==> config.mk <==
export PLATFORM = sky130hd
export DESIGN_NAME = toggle_poll_ctrl
export DESIGN_NICKNAME = d
export VERILOG_FILES = /design/src/rtl/toggle_poll_pkg.sv /design/src/rtl/toggle_sample_cmp.sv /design/src/rtl/poll_pair_counter.sv /design/src/rtl/toggle_poll_ctrl.sv
export SDC_FILE = /design/constraint.sdc
export NUM_CORES = 1
export LEC_CHECK = 0
export BUFFER_PORTS_ARGS = -buffer_cell sky130_fd_sc_hd__clkbuf_2
export CAP_MARGIN = 5
export CORE_UTILIZATION = 35
export CTS_CLUSTER_SIZE = 28
export DETAILED_ROUTE_END_ITERATION = 6
export SLEW_MARGIN = 10
export SYNTH_ARGS = -nofsm -noshare
export SYNTH_HDL_FRONTEND = slang
export SYNTH_HIERARCHICAL = 1
export SYNTH_SLANG_ARGS = --single-unit
==> constraint.sdc <==
create_clock -name clk -period 2.5 [get_ports clk]
set_input_delay 0.25 -clock clk [delete_from_list [all_inputs] [get_ports clk]]
set_output_delay 0.25 -clock clk [all_outputs]
set_load 0.02 [all_outputs]
==> src/rtl/toggle_poll_pkg.sv <==
// Shared types for the toggle-bit completion poller.
// Assumes: used only by the poller modules in this directory.
package toggle_poll_pkg;

    // Controller states, one per phase of a polling run.
    typedef enum logic [2:0] {
        ST_IDLE     = 3'd0,
        ST_PAIR_A   = 3'd1,
        ST_PAIR_B   = 3'd2,
        ST_RECHK_A  = 3'd3,
        ST_RECHK_B  = 3'd4,
        ST_HOLD     = 3'd5,
        ST_RESET_WR = 3'd6,
        ST_FINISH   = 3'd7
    } poll_state_t;

endpackage

==> src/rtl/toggle_sample_cmp.sv <==
// Keeps the toggle bit of the first read of a pair and compares it with
// the current read response.
// Assumes: capture_i and clear_i are never high in the same cycle; after a
// clear, differ_o stays 0 until a new first sample has been captured.
module toggle_sample_cmp #(
    parameter int DATA_W  = 8,
    parameter int TOG_BIT = 6,
    parameter int ERR_BIT = 5
) (
    input  logic              clk,
    input  logic              rst_n,
    input  logic              capture_i,
    input  logic              clear_i,
    input  logic [DATA_W-1:0] sample_i,
    output logic              differ_o,
    output logic              err_o
);

    logic first_q;
    logic first_vld_q;

    // Hold the first toggle sample of the current pair.
    always_ff @(posedge clk) begin
        if (!rst_n || clear_i) begin
            first_q     <= 1'b0;
            first_vld_q <= 1'b0;
        end else if (capture_i) begin
            first_q     <= sample_i[TOG_BIT];
            first_vld_q <= 1'b1;
        end
    end

    // Compare the live second sample with the stored first one.
    always_comb begin
        differ_o = first_vld_q && (sample_i[TOG_BIT] != first_q);
        err_o    = sample_i[ERR_BIT];
    end

endmodule

==> src/rtl/poll_pair_counter.sv <==
// Counts completed looping pairs and flags the last allowed pair.
// Assumes: inc_i is never asserted while last_o is high.
module poll_pair_counter #(
    parameter int MAX_PAIRS = 1024
) (
    input  logic clk,
    input  logic rst_n,
    input  logic clr_i,
    input  logic inc_i,
    output logic last_o
);

    localparam int CW = $clog2(MAX_PAIRS + 1);

    logic [CW-1:0] cnt_q;

    // Advance once per looping pair, clear at the start of a run.
    always_ff @(posedge clk) begin
        if (!rst_n || clr_i) begin
            cnt_q <= '0;
        end else if (inc_i) begin
            cnt_q <= cnt_q + 1'b1;
        end
    end

    // Flag the pair that may not be followed by another.
    always_comb begin
        last_o = (cnt_q == CW'(MAX_PAIRS - 1));
    end

    // the count stays below the limit.
    assert_cnt_in_range_R7: assert property (@(posedge clk) disable iff (!rst_n)
        cnt_q < CW'(MAX_PAIRS));

    // the controller never advances past the last pair.
    assert_no_inc_past_limit_R7: assert property (@(posedge clk) disable iff (!rst_n)
        inc_i |-> !last_o);

endmodule

==> src/rtl/toggle_poll_ctrl.sv <==
// Host-side completion poller. After start it reads the device status in
// pairs and compares bit TOG_BIT. If the bit holds, the run passes. If it
// moves with ERR_BIT clear, the poller reads another pair. If it moves with
// ERR_BIT set, the poller reads one recheck pair and passes only if that pair
// holds. Otherwise it writes RESET_CMD and fails. MAX_PAIRS looping pairs
// end the run as a timeout failure.
// Assumes: the device completes each transfer by raising rsp_valid_i for one
// cycle while req_o is high, with read data on rsp_data_i in that cycle.
module toggle_poll_ctrl #(
    parameter int                DATA_W    = 8,
    parameter int                TOG_BIT   = 6,
    parameter int                ERR_BIT   = 5,
    parameter int                MAX_PAIRS = 1024,
    parameter logic [DATA_W-1:0] RESET_CMD = 8'hF0
) (
    input  logic              clk,
    input  logic              rst_n,
    input  logic              start_i,
    input  logic              suspend_i,
    output logic              busy_o,
    output logic              done_o,
    output logic              pass_o,
    output logic              fail_o,
    output logic              timeout_o,
    output logic              req_o,
    output logic              req_we_o,
    output logic [DATA_W-1:0] req_wdata_o,
    input  logic              rsp_valid_i,
    input  logic [DATA_W-1:0] rsp_data_i
);

    import toggle_poll_pkg::*;

    poll_state_t state_q, state_d;

    logic capture, clr_cmp, cnt_clr, cnt_inc;
    logic set_pass, set_fail, set_to, accept_start;
    logic differ, err_flag, last_pair;
    logic pass_q, fail_q, to_q;
    logic unused_rsp_bits;

    assign unused_rsp_bits = ^rsp_data_i;

    toggle_sample_cmp #(
        .DATA_W  (DATA_W),
        .TOG_BIT (TOG_BIT),
        .ERR_BIT (ERR_BIT)
    ) cmp_i (
        .clk       (clk),
        .rst_n     (rst_n),
        .capture_i (capture),
        .clear_i   (clr_cmp),
        .sample_i  (rsp_data_i),
        .differ_o  (differ),
        .err_o     (err_flag)
    );

    poll_pair_counter #(
        .MAX_PAIRS (MAX_PAIRS)
    ) ctr_i (
        .clk    (clk),
        .rst_n  (rst_n),
        .clr_i  (cnt_clr),
        .inc_i  (cnt_inc),
        .last_o (last_pair)
    );

    // Next-state and control decode for the polling sequence.
    always_comb begin
        state_d      = state_q;
        req_o        = 1'b0;
        req_we_o     = 1'b0;
        capture      = 1'b0;
        clr_cmp      = 1'b0;
        cnt_clr      = 1'b0;
        cnt_inc      = 1'b0;
        set_pass     = 1'b0;
        set_fail     = 1'b0;
        set_to       = 1'b0;
        accept_start = 1'b0;
        case (state_q)
            ST_IDLE: begin
                if (start_i) begin
                    accept_start = 1'b1;
                    clr_cmp      = 1'b1;
                    cnt_clr      = 1'b1;
                    state_d      = ST_PAIR_A;
                end
            end
            ST_PAIR_A: begin
                req_o = 1'b1;
                if (rsp_valid_i) begin
                    capture = 1'b1;
                    state_d = ST_PAIR_B;
                end
            end
            ST_PAIR_B: begin
                req_o = 1'b1;
                if (rsp_valid_i) begin
                    if (!differ) begin
                        set_pass = 1'b1;
                        state_d  = ST_FINISH;
                    end else if (err_flag) begin
                        state_d = ST_RECHK_A;
                    end else if (last_pair) begin
                        set_fail = 1'b1;
                        set_to   = 1'b1;
                        state_d  = ST_RESET_WR;
                    end else begin
                        cnt_inc = 1'b1;
                        clr_cmp = 1'b1;
                        state_d = suspend_i ? ST_HOLD : ST_PAIR_A;
                    end
                end
            end
            ST_RECHK_A: begin
                req_o = 1'b1;
                if (rsp_valid_i) begin
                    capture = 1'b1;
                    state_d = ST_RECHK_B;
                end
            end
            ST_RECHK_B: begin
                req_o = 1'b1;
                if (rsp_valid_i) begin
                    if (!differ) begin
                        set_pass = 1'b1;
                        state_d  = ST_FINISH;
                    end else begin
                        set_fail = 1'b1;
                        state_d  = ST_RESET_WR;
                    end
                end
            end
            ST_HOLD: begin
                if (!suspend_i) begin
                    state_d = ST_PAIR_A;
                end
            end
            ST_RESET_WR: begin
                req_o    = 1'b1;
                req_we_o = 1'b1;
                if (rsp_valid_i) begin
                    state_d = ST_FINISH;
                end
            end
            ST_FINISH: begin
                state_d = ST_IDLE;
            end
            default: begin
                state_d = ST_IDLE;
            end
        endcase
    end

    // State register.
    always_ff @(posedge clk) begin
        if (!rst_n) begin
            state_q <= ST_IDLE;
        end else begin
            state_q <= state_d;
        end
    end

    // Verdict flags: cleared by an accepted start, set by a decision.
    always_ff @(posedge clk) begin
        if (!rst_n || accept_start) begin
            pass_q <= 1'b0;
            fail_q <= 1'b0;
            to_q   <= 1'b0;
        end else begin
            if (set_pass) pass_q <= 1'b1;
            if (set_fail) fail_q <= 1'b1;
            if (set_to)   to_q   <= 1'b1;
        end
    end

    // Output drive from state and verdict registers.
    always_comb begin
        busy_o      = (state_q != ST_IDLE) && (state_q != ST_FINISH);
        done_o      = (state_q == ST_FINISH);
        pass_o      = pass_q;
        fail_o      = fail_q;
        timeout_o   = to_q;
        req_wdata_o = req_we_o ? RESET_CMD : '0;
    end

    // done is a single-cycle pulse.
    assert_done_single_R8: assert property (@(posedge clk) disable iff (!rst_n)
        done_o |=> !done_o);

    // done carries exactly one verdict.
    assert_done_verdict_R8: assert property (@(posedge clk) disable iff (!rst_n)
        done_o |-> (pass_o ^ fail_o));

    // a timeout is always a failure.
    assert_timeout_is_fail_R7: assert property (@(posedge clk) disable iff (!rst_n)
        (done_o && timeout_o) |-> fail_o);

    // a pending request keeps its fields until accepted.
    assert_req_hold_R10: assert property (@(posedge clk) disable iff (!rst_n)
        (req_o && !rsp_valid_i) |=> (req_o && $stable(req_we_o) && $stable(req_wdata_o)));

    // busy only rises after a start request.
    assert_busy_after_start_R2: assert property (@(posedge clk) disable iff (!rst_n)
        $rose(busy_o) |-> $past(start_i));

    // no reset write is made on a run already judged as passing.
    assert_write_not_on_pass_R6: assert property (@(posedge clk) disable iff (!rst_n)
        (req_o && req_we_o) |-> (fail_o && !pass_o));

endmodule

* After elaboration in Yosys (flattened, before gate mapping) *
Cells that the tools add are included.

operators by class
  add/subtract/negate cells = 1
  equality and inequality tests = 17
  muxes and demuxes = 37
  reductions and logical operators = 11

operator list
  cell                                              number
  2-to-1 mux 3 bit                                  11
  case mux 3 bit (8 select lines)                   1
  2-to-1 mux 1 bit                                  22
  != test 2 bit (second input constant)             7
  == test 3 bit (second input constant)             4
  adder 11 x 1 -> 11 bit (second input constant)    1
  == test 11 x 10 -> 1 bit (second input constant)  1
  2-to-1 mux 8 bit                                  1
  AND reduction 7 bit                               1
  == test 3 x 2 -> 1 bit (second input constant)    2
  OR reduction 5 bit                                1
  case mux 1 bit (2 select lines)                   2
  OR reduction 2 bit                                2
  == test 3 x 1 -> 1 bit (second input constant)    1
  logical NOT 3 bit                                 1
  != test 3 bit (second input constant)             1
  nonzero test 3 bit                                1
  logical AND 1 bit                                 2
  logical OR 1 bit                                  2
  logical NOT 1 bit                                 1
  != test 1 bit                                     1

storage, ports and cells
  flip-flop bits (word level) = 19
  bits of input ports = 13
  word-level logic and storage cells = 73

* Logic depth before layout (Yosys ltp) *
Gate-level depths: netlist of run 1.

  word-level depth = 7
  depth in mapped cells = 9
  gate-level depth less buffers = 8

* Hierarchy *
The synthesis of run 1 kept the hierarchy.

modules (own cells, without submodules)
  module             times used  cells each  area each (µm²)  sequential area each (µm²)
  poll_pair_counter  1           57          510.5            220.2
  toggle_poll_ctrl   1           66          499.2            120.1
  toggle_sample_cmp  1           10          90.1             40.0

* Worst setup path before layout of run 1 *
Ideal clock, no wire load.

  path type = reg-to-reg
  start point = register ctr_i.cnt_q[0]
  end point = register ctr_i.cnt_q[3]
  setup time = 0.126 ns
  arrival time = 1.773 ns
  data required time = 2.374 ns
  setup slack = 0.601 ns
  cell stages (with the launch flop) = 9
  buffers on the path = 1
  cell sequence = dfxtp_1 > ha_1 > inv_1 > nor4_1 > nor2_1 > clkbuf_2 > nand4_1 > xor2_1 > nor2_1

between the ends
  word-level cells in the longest chain between the ends = 6
  elaborated cells on any way between the ends = 7
  classes of those cells = add/sub: 1; eq/ne: 1; mux: 5

ends and longest elaborated chain
  element                   RTL line                 text
  start, declared           poll_pair_counter.sv:15  logic [CW-1:0] cnt_q;
  start signal, assigned    poll_pair_counter.sv:22  cnt_q <= cnt_q + 1'b1;
  == test 11 x 10 -> 1 bit  poll_pair_counter.sv:28  last_o = (cnt_q == CW'(MAX_PAIRS - 1));
  named net last_pair       toggle_poll_ctrl.sv:38   logic differ, err_flag, last_pair;
  2-to-1 mux 1 bit          toggle_poll_ctrl.sv:105  end else if (last_pair) begin
  2-to-1 mux 1 bit          toggle_poll_ctrl.sv:103  end else if (err_flag) begin
  2-to-1 mux 1 bit          toggle_poll_ctrl.sv:100  if (!differ) begin
  2-to-1 mux 1 bit          toggle_poll_ctrl.sv:99   if (rsp_valid_i) begin
  2-to-1 mux 1 bit          toggle_poll_ctrl.sv:81   case (state_q)
  named net cnt_inc         toggle_poll_ctrl.sv:36   logic capture, clr_cmp, cnt_clr, cnt_inc;

The timed path passes the listed nets, and every way through them passes these cells.
A chain may end at the register's enable or synchronous reset.

* Worst setup path in the final report of run 1 *
  start point = register cmp_i.first_q
  end point = register ctr_i.cnt_q[7]

between the ends
  word-level cells in the longest chain between the ends = 5

ends and longest elaborated chain
  element                 RTL line                 text
  start, declared         toggle_sample_cmp.sv:19  logic first_q;
  start signal, assigned  toggle_sample_cmp.sv:28  first_q <= sample_i[TOG_BIT];
  != test 1 bit           toggle_sample_cmp.sv:35  differ_o = first_vld_q && (sample_i[TOG_BIT] != first_q);
  logical AND 1 bit       toggle_sample_cmp.sv:35
  named net differ        toggle_poll_ctrl.sv:38
  2-to-1 mux 1 bit        toggle_poll_ctrl.sv:100
  2-to-1 mux 1 bit        toggle_poll_ctrl.sv:99
  2-to-1 mux 1 bit        toggle_poll_ctrl.sv:81
  named net cnt_inc       toggle_poll_ctrl.sv:36

The timed path passes the listed nets, and every way through them passes these cells.

==> results of run 1 <==
## power groups by stage
stage | Clock (W) | Combinational (W) | Sequential, W
after detailed placement | 0 | 0.000416 | 0.000346
after CTS | 0.000161 | 0.000417 | 0.000339
after floorplan | 0 | 0.000319 | 0.000363
after global routing | 0.000172 | 0.000464 | 0.000341
after global placement | 0 | 0.000410 | 0.000345
final | 0.000159 | 0.000419 | 0.000338
## worst min path at each step
| stage | start | endpoint | slack, ns | cells past startpoint |
|---|---|---|---|---|
| floorplan | rsp_data_i[6] | cmp_i/first_q | 0.40 | 2 |
| global placement | timeout_o | timeout_o | 0.44 | 2 |
| detailed placement | timeout_o | timeout_o | 0.44 | 2 |
| CTS | rsp_data_i[6] | cmp_i/first_q | 0.23 | 3 |
| global route | rsp_data_i[6] | cmp_i/first_q | 0.28 | 3 |
| finish | rsp_data_i[6] | cmp_i/first_q | 0.23 | 3 |
## registers in the layout, summed over array words and instances (netlist names)
register / count
fail_o: 1
pass_o: 1
ctr_i/cnt_q: 11
cmp_i/first_vld_q: 1
state_q: 3
cmp_i/first_q: 1
timeout_o: 1
## stage by stage
step                      hold slack (ns)  instance area [um^2]  cells  total power, W   util
after floorplan                     0.397                  1110    136        0.000682      -
after global placement              0.442                  1190    186        0.000755  0.413
after detailed placement            0.438                  1190    186        0.000762  0.413
after global routing                0.277                  1210    190        0.000978  0.422
final                               0.226                  1210    190        0.000916  0.422
after CTS                           0.227                  1210    190        0.000917  0.422
## critical path, stage by stage (launching register included)
cell and delay (ns):
dfxtp_1 0.36, xor2_1 0.13, and2_1 0.20, and2b_1 0.18, nand3_1 0.10, nor2_1 0.17, nand4_1 0.28, or3_2 0.49
a21oi_1 0.15
## cell type report
cell class,instances,area (um^2),area share
Inverter,7,26.3,0.0216
Sequential cell,19,380,0.313
Multi-Input combinational cell,96,606,0.499
Tap cell,42,52.6,0.0433
Clock buffer,4,26.3,0.0216
Timing Repair Buffer,22,123,0.101
## cells in the final DEF (no fill, tap or decap), drive strengths merged, types with 3 or more instances in the layout
cell / count
clkbuf: 21
dfxtp: 19
nor2: 13
a21oi: 11
nand2: 8
inv: 7
o21ai: 7
nand4: 6
xor2: 5
buf: 5
nor2b: 4
conb: 4
nand3: 4
or3: 4
a31oi: 3
nand2b: 3
mux2i: 3
## per-layer routing
layer  vias to the layer above  track usage  routed length [um]
li1                        488            -                   -
met4                         0       0.0442                  34
met3                         4       0.0402                  93
met1                       426        0.175                1010
met5                         -            0                   0
met2                        24        0.215                 931
## cells by family after synthesis
kind of cell | synth area share
simple gates | 0.290
compound gates | 0.160
xor+xnor | 0.0478
mux | 0.0273
other cells | 0.00341
flops | 0.346
buf+inv | 0.114
fa+ha+maj | 0.0114
==> metrics.txt, run 1 <==
crit path from cmp_i/first_q; clk_lat worst skew about 0.30 ns; Netlist cell types 42; endpoints failing hold 0; Crit Path Max Fanout 6; Clock Tree Buf Depth 2; Mapped Cells between 100 and 150; Setup WS post-layout 0.391 ns; Nets 163; Total GRT Usage 0.135; CTS Sinks 19; critical path data required time around 2.7 ns; Starting Density 0.382; layout cells sized above 1 0.216; number of port buffers 17; top cells by area, synth dfxtp_1 35%, buf_4 7.5%, a21oi_1 5.0%; DRC viols 2; Peak VDD IR between 0.4 and 0.5 mV; Yosys warning count 6; Max Cap Viol 0; syn avg cell area between 8 and 9 um^2; filler cell count approximately 310; die outline height 58.1 um; fin. max-slew vios 0; Gate power share 0.457; post-route ant nets 0; worst reg2reg startpoint cmp_i/first_q; WL/cell between 10 and 15 um; cts hold-fix bufs 0; most frequent cells after synthesis 19 x dfxtp_1, 13 x nor2_1, 11 x a21oi_1, 11 x buf_4; gpl congestion between 0.8 and 0.9; Synth top area share 0.346; pwr dens between 700 and 800 nW/um^2; clock-pin transition on the worst setup and hold timing paths around 0.10 ns; internal cell power 0.000543 W; Seq cells post-synth 19; R2R setup slack between 0.3 and 0.4 ns; CP endpoint kind register; Post-CTS Setup Bufs 0; Pre-antenna DRT Iters 6; post-route clock skew 0.0114 ns; Sw Ratio 0.407; DP HPWL 1580 um; die width ~58 um; r2r worst-path depth 8; CTS root buf clkbuf_4; Synth area leader dfxtp_1; Antenna Cells 0; worst reg2reg path endpoint ctr_i/cnt_q[7]; via/cell ratio between 4 and 5; CP Launch Type register; reported net switching power approximately 0.00037 W; Tcrit/Tclk final 0.844; largest net degree at the start of global routing 16; top_reg_cell synth dfxtp_1; WL final 2070 um; final count of negative-setup-slack endpoints 0; violated checks design-rule violations; post-synthesis cell area 1100 um^2; CP arrival approximately 2.3 ns; Max Freq ~0.47 GHz; Hold WC Path Type in -> reg; Core Rows 19; share of power burned in registers 0.369; status complete, but fails checks; TritonCTS buffer count 3; CTS tree built; worst setup path end ctr_i/cnt_q[7]; Area growth syn-to-layout 10.4%; Overflow after GRT 0; first-pass GRT wire length between 3000 and 4000 um; post-synthesis async set-or-reset flop share 0; CP Class reg -> reg; Setup Slack @ Placement a little under 0.4 ns; most frequent cell after synthesis dfxtp_1; vias in the first global route between 700 and 800; post_cts resized 0; number of synthesized flops with an enable pin 0; RSZ-0062 raised after global routing false; 1st-iter DRT viols 26; total vias in the final route approximately 940; Clk pwr share 0.173; core box area 2880 um^2; setup TNS 0 ns; register area share after synthesis 0.346; # IOs 28; P_leak ~0.49 nW; Period minus WS final 2.11 ns; Total Die Area 3370 um^2; initial antenna violation count 0; CTS H-Tree Depth 1
(Power assumes the default switching activity.)
==> run 2, diff against run 1 <==
==> constraint.sdc (replaced) <==
create_clock -name clk -period 2.2 [get_ports clk]
set_input_delay 0.22 -clock clk [delete_from_list [all_inputs] [get_ports clk]]
set_output_delay 0.22 -clock clk [all_outputs]
set_load 0.02 [all_outputs]
==> run 2 against run 1 <==
Effect of this change:
- the flow still finishes with violations (design-rule violations)
- critical path type unchanged
- highest routed layer unchanged
- critical endpoint is now ctr_i/cnt_q[8]
- register-to-register slack got worse by 0.15 ns
- maximum frequency rose by 7.8%
- clock skew is 0.0090 ns lower
- clock power grew 10%
==> metrics.txt, run 2 (synthesis results as in run 1) <==
Largest Register ctr_i/cnt_q; die width 58.1 um; Area growth syn-to-layout 12.4%; Sw Ratio 0.402; Core Rows 19; crit path from cmp_i/first_q; Period minus WS final 1.96 ns; Crit Path Max Fanout 5; hold path cells 3; TritonCTS buffer count 3; Total GRT Usage 0.145; reported net switching power between 0.0004 and 0.0005 W; clk_lat worst skew 0.29 ns; Clock Tree Buf Depth 2; Pre-antenna DRT Iters 7; RSZ-0062 raised after global routing false; setup TNS 0 ns; most frequent cells in the layout 19 x dfxtp_1, 17 x clkbuf_2, 13 x nor2_1, 11 x a21oi_1, 8 x buf_4; Gate power share 0.459; DP HPWL 1620 um; Total Die Area about 3400 um^2; Post-CTS Setup Bufs 0; max FFs per register 11; # IOs 28; internal cell power around 0.00062 W; Overflow after GRT 0; filler cell count roughly 320; Max stage delay on crit path roughly 0.36 ns; fin. max-slew vios 0; worst reg2reg path endpoint ctr_i/cnt_q[8]; CTS root buf clkbuf_4; CP Launch Type register; Tcrit/Tclk final 0.889; hold_ws 0.199 ns; Max Cap Viol 0; number of port buffers 17; layout cells sized above 1 0.232; most frequent CP cell nand3_1; CP endpoint kind register; Nets roughly 170; Core Util, Final 0.430; Hold WC Path Type in -> reg; CP Class reg -> reg; gpl congestion approximately 0.83; Clk pwr share 0.169; CP arrival between 2 and 2.5 ns; CTS Sinks 19; R2R setup slack roughly 0.24 ns; critical path data required time 2.37 ns; Peak VDD IR about 0.4 mV; cells along the critical path xor2_1, and2_1, and2b_1, nand3_1, nor2_1, buf_4, nand3_1, o311ai_0, o41ai_1; status complete, but fails checks; core box area around 2900 um^2; vias in the first global route about 900; via/cell ratio between 4 and 5; total vias in the final route 949; Antenna Cells 0; post_cts resized 0; P_leak around 0.50 nW; hold path start rsp_data_i[6]; worst reg2reg startpoint cmp_i/first_q; 1st-iter DRT viols 25; initial antenna violation count 0; CTS H-Tree Depth 1; first-pass GRT wire length between 3000 and 4000 um; r2r worst-path depth 9; CTS tree built; die outline height about 58 um; biggest regs ctr_i/cnt_q: 11 flops, state_q: 3 flops; Storage cell area 380 um^2; post-route clock skew ~0.0024 ns; post-route ant nets 0; Inst Count DP approximately 190; CP max stage cell dfxtp_1; most common cell after layout, fill and taps aside dfxtp_1; largest net degree at the start of global routing 16; Starting Density 0.382; Multi-input gate area 606 um^2; endpoints failing hold 0; clock-pin transition on the worst setup and hold timing paths approximately 0.11 ns; Post-Layout Cell Count approximately 190; DRC viols 2; violated checks design-rule violations; pwr dens between 800 and 900 nW/um^2; design area roughly 1200 um^2; cts hold-fix bufs 0; share of power burned in registers 0.372; Hold Path Sink cmp_i/first_q; final count of negative-setup-slack endpoints 0; WL/cell between 10 and 15 um; DP Area 1210 um^2; WL final 2100 um; Max Freq 0.511 GHz
## run 2: changes by cell type in the layout (fill, tap and decap cells not counted), sizes merged
cell,change
buf,+3
## run 2: worst max-delay path, delay by kind of cell, from the launching register on
kind            cells  cell delay (ns)
simple gates        5             0.71
compound gates      2             0.46
flops               1             0.36
buf+inv             1             0.17
xor+xnor            1             0.13
## run 2: worst max path at each step
stage	endpoint	cells past startpoint
floorplan	ctr_i/cnt_q[3]	8
global placement	ctr_i/cnt_q[7]	10
detailed placement	ctr_i/cnt_q[7]	9
CTS	ctr_i/cnt_q[7]	9
global route	ctr_i/cnt_q[7]	9
finish	ctr_i/cnt_q[8]	9
## run 2: area by class of cell
type | instances | area share
Sequential cell | 19 | 0.308
Multi-Input combinational cell | 96 | 0.490
Clock buffer | 4 | 0.0213
Timing Repair Buffer | 25 | 0.117
Tap cell | 42 | 0.0425
Inverter | 7 | 0.0213
## run 2: power groups by stage
stage | logic, W | registers, W | clock network, W
4_1_cts | 0.000479 | 0.000385 | 0.000188
3_3_place_gp | 0.000468 | 0.000391 | 0
2_1_floorplan | 0.000362 | 0.000413 | 0
6_report | 0.000476 | 0.000385 | 0.000175
3_5_place_dp | 0.000476 | 0.000392 | 0
5_1_grt | 0.000532 | 0.000388 | 0.000201
## run 2: metal layers
layer,track usage,part of all wire,vias to the layer above
met5,0,0,-
met4,0.0680,0.0086,0
met3,0.0335,0.043,2
met2,0.222,0.45,23
met1,0.193,0.50,430
li1,-,-,494
## run 2: metrics by stage
stage,worst slack (ns),power (W)
finish,0.244,0.00104
global route,0.0510,0.00112
CTS,0.232,0.00105
detailed placement,0.244,0.000869
global placement,0.298,0.000859
floorplan,0.301,0.000775
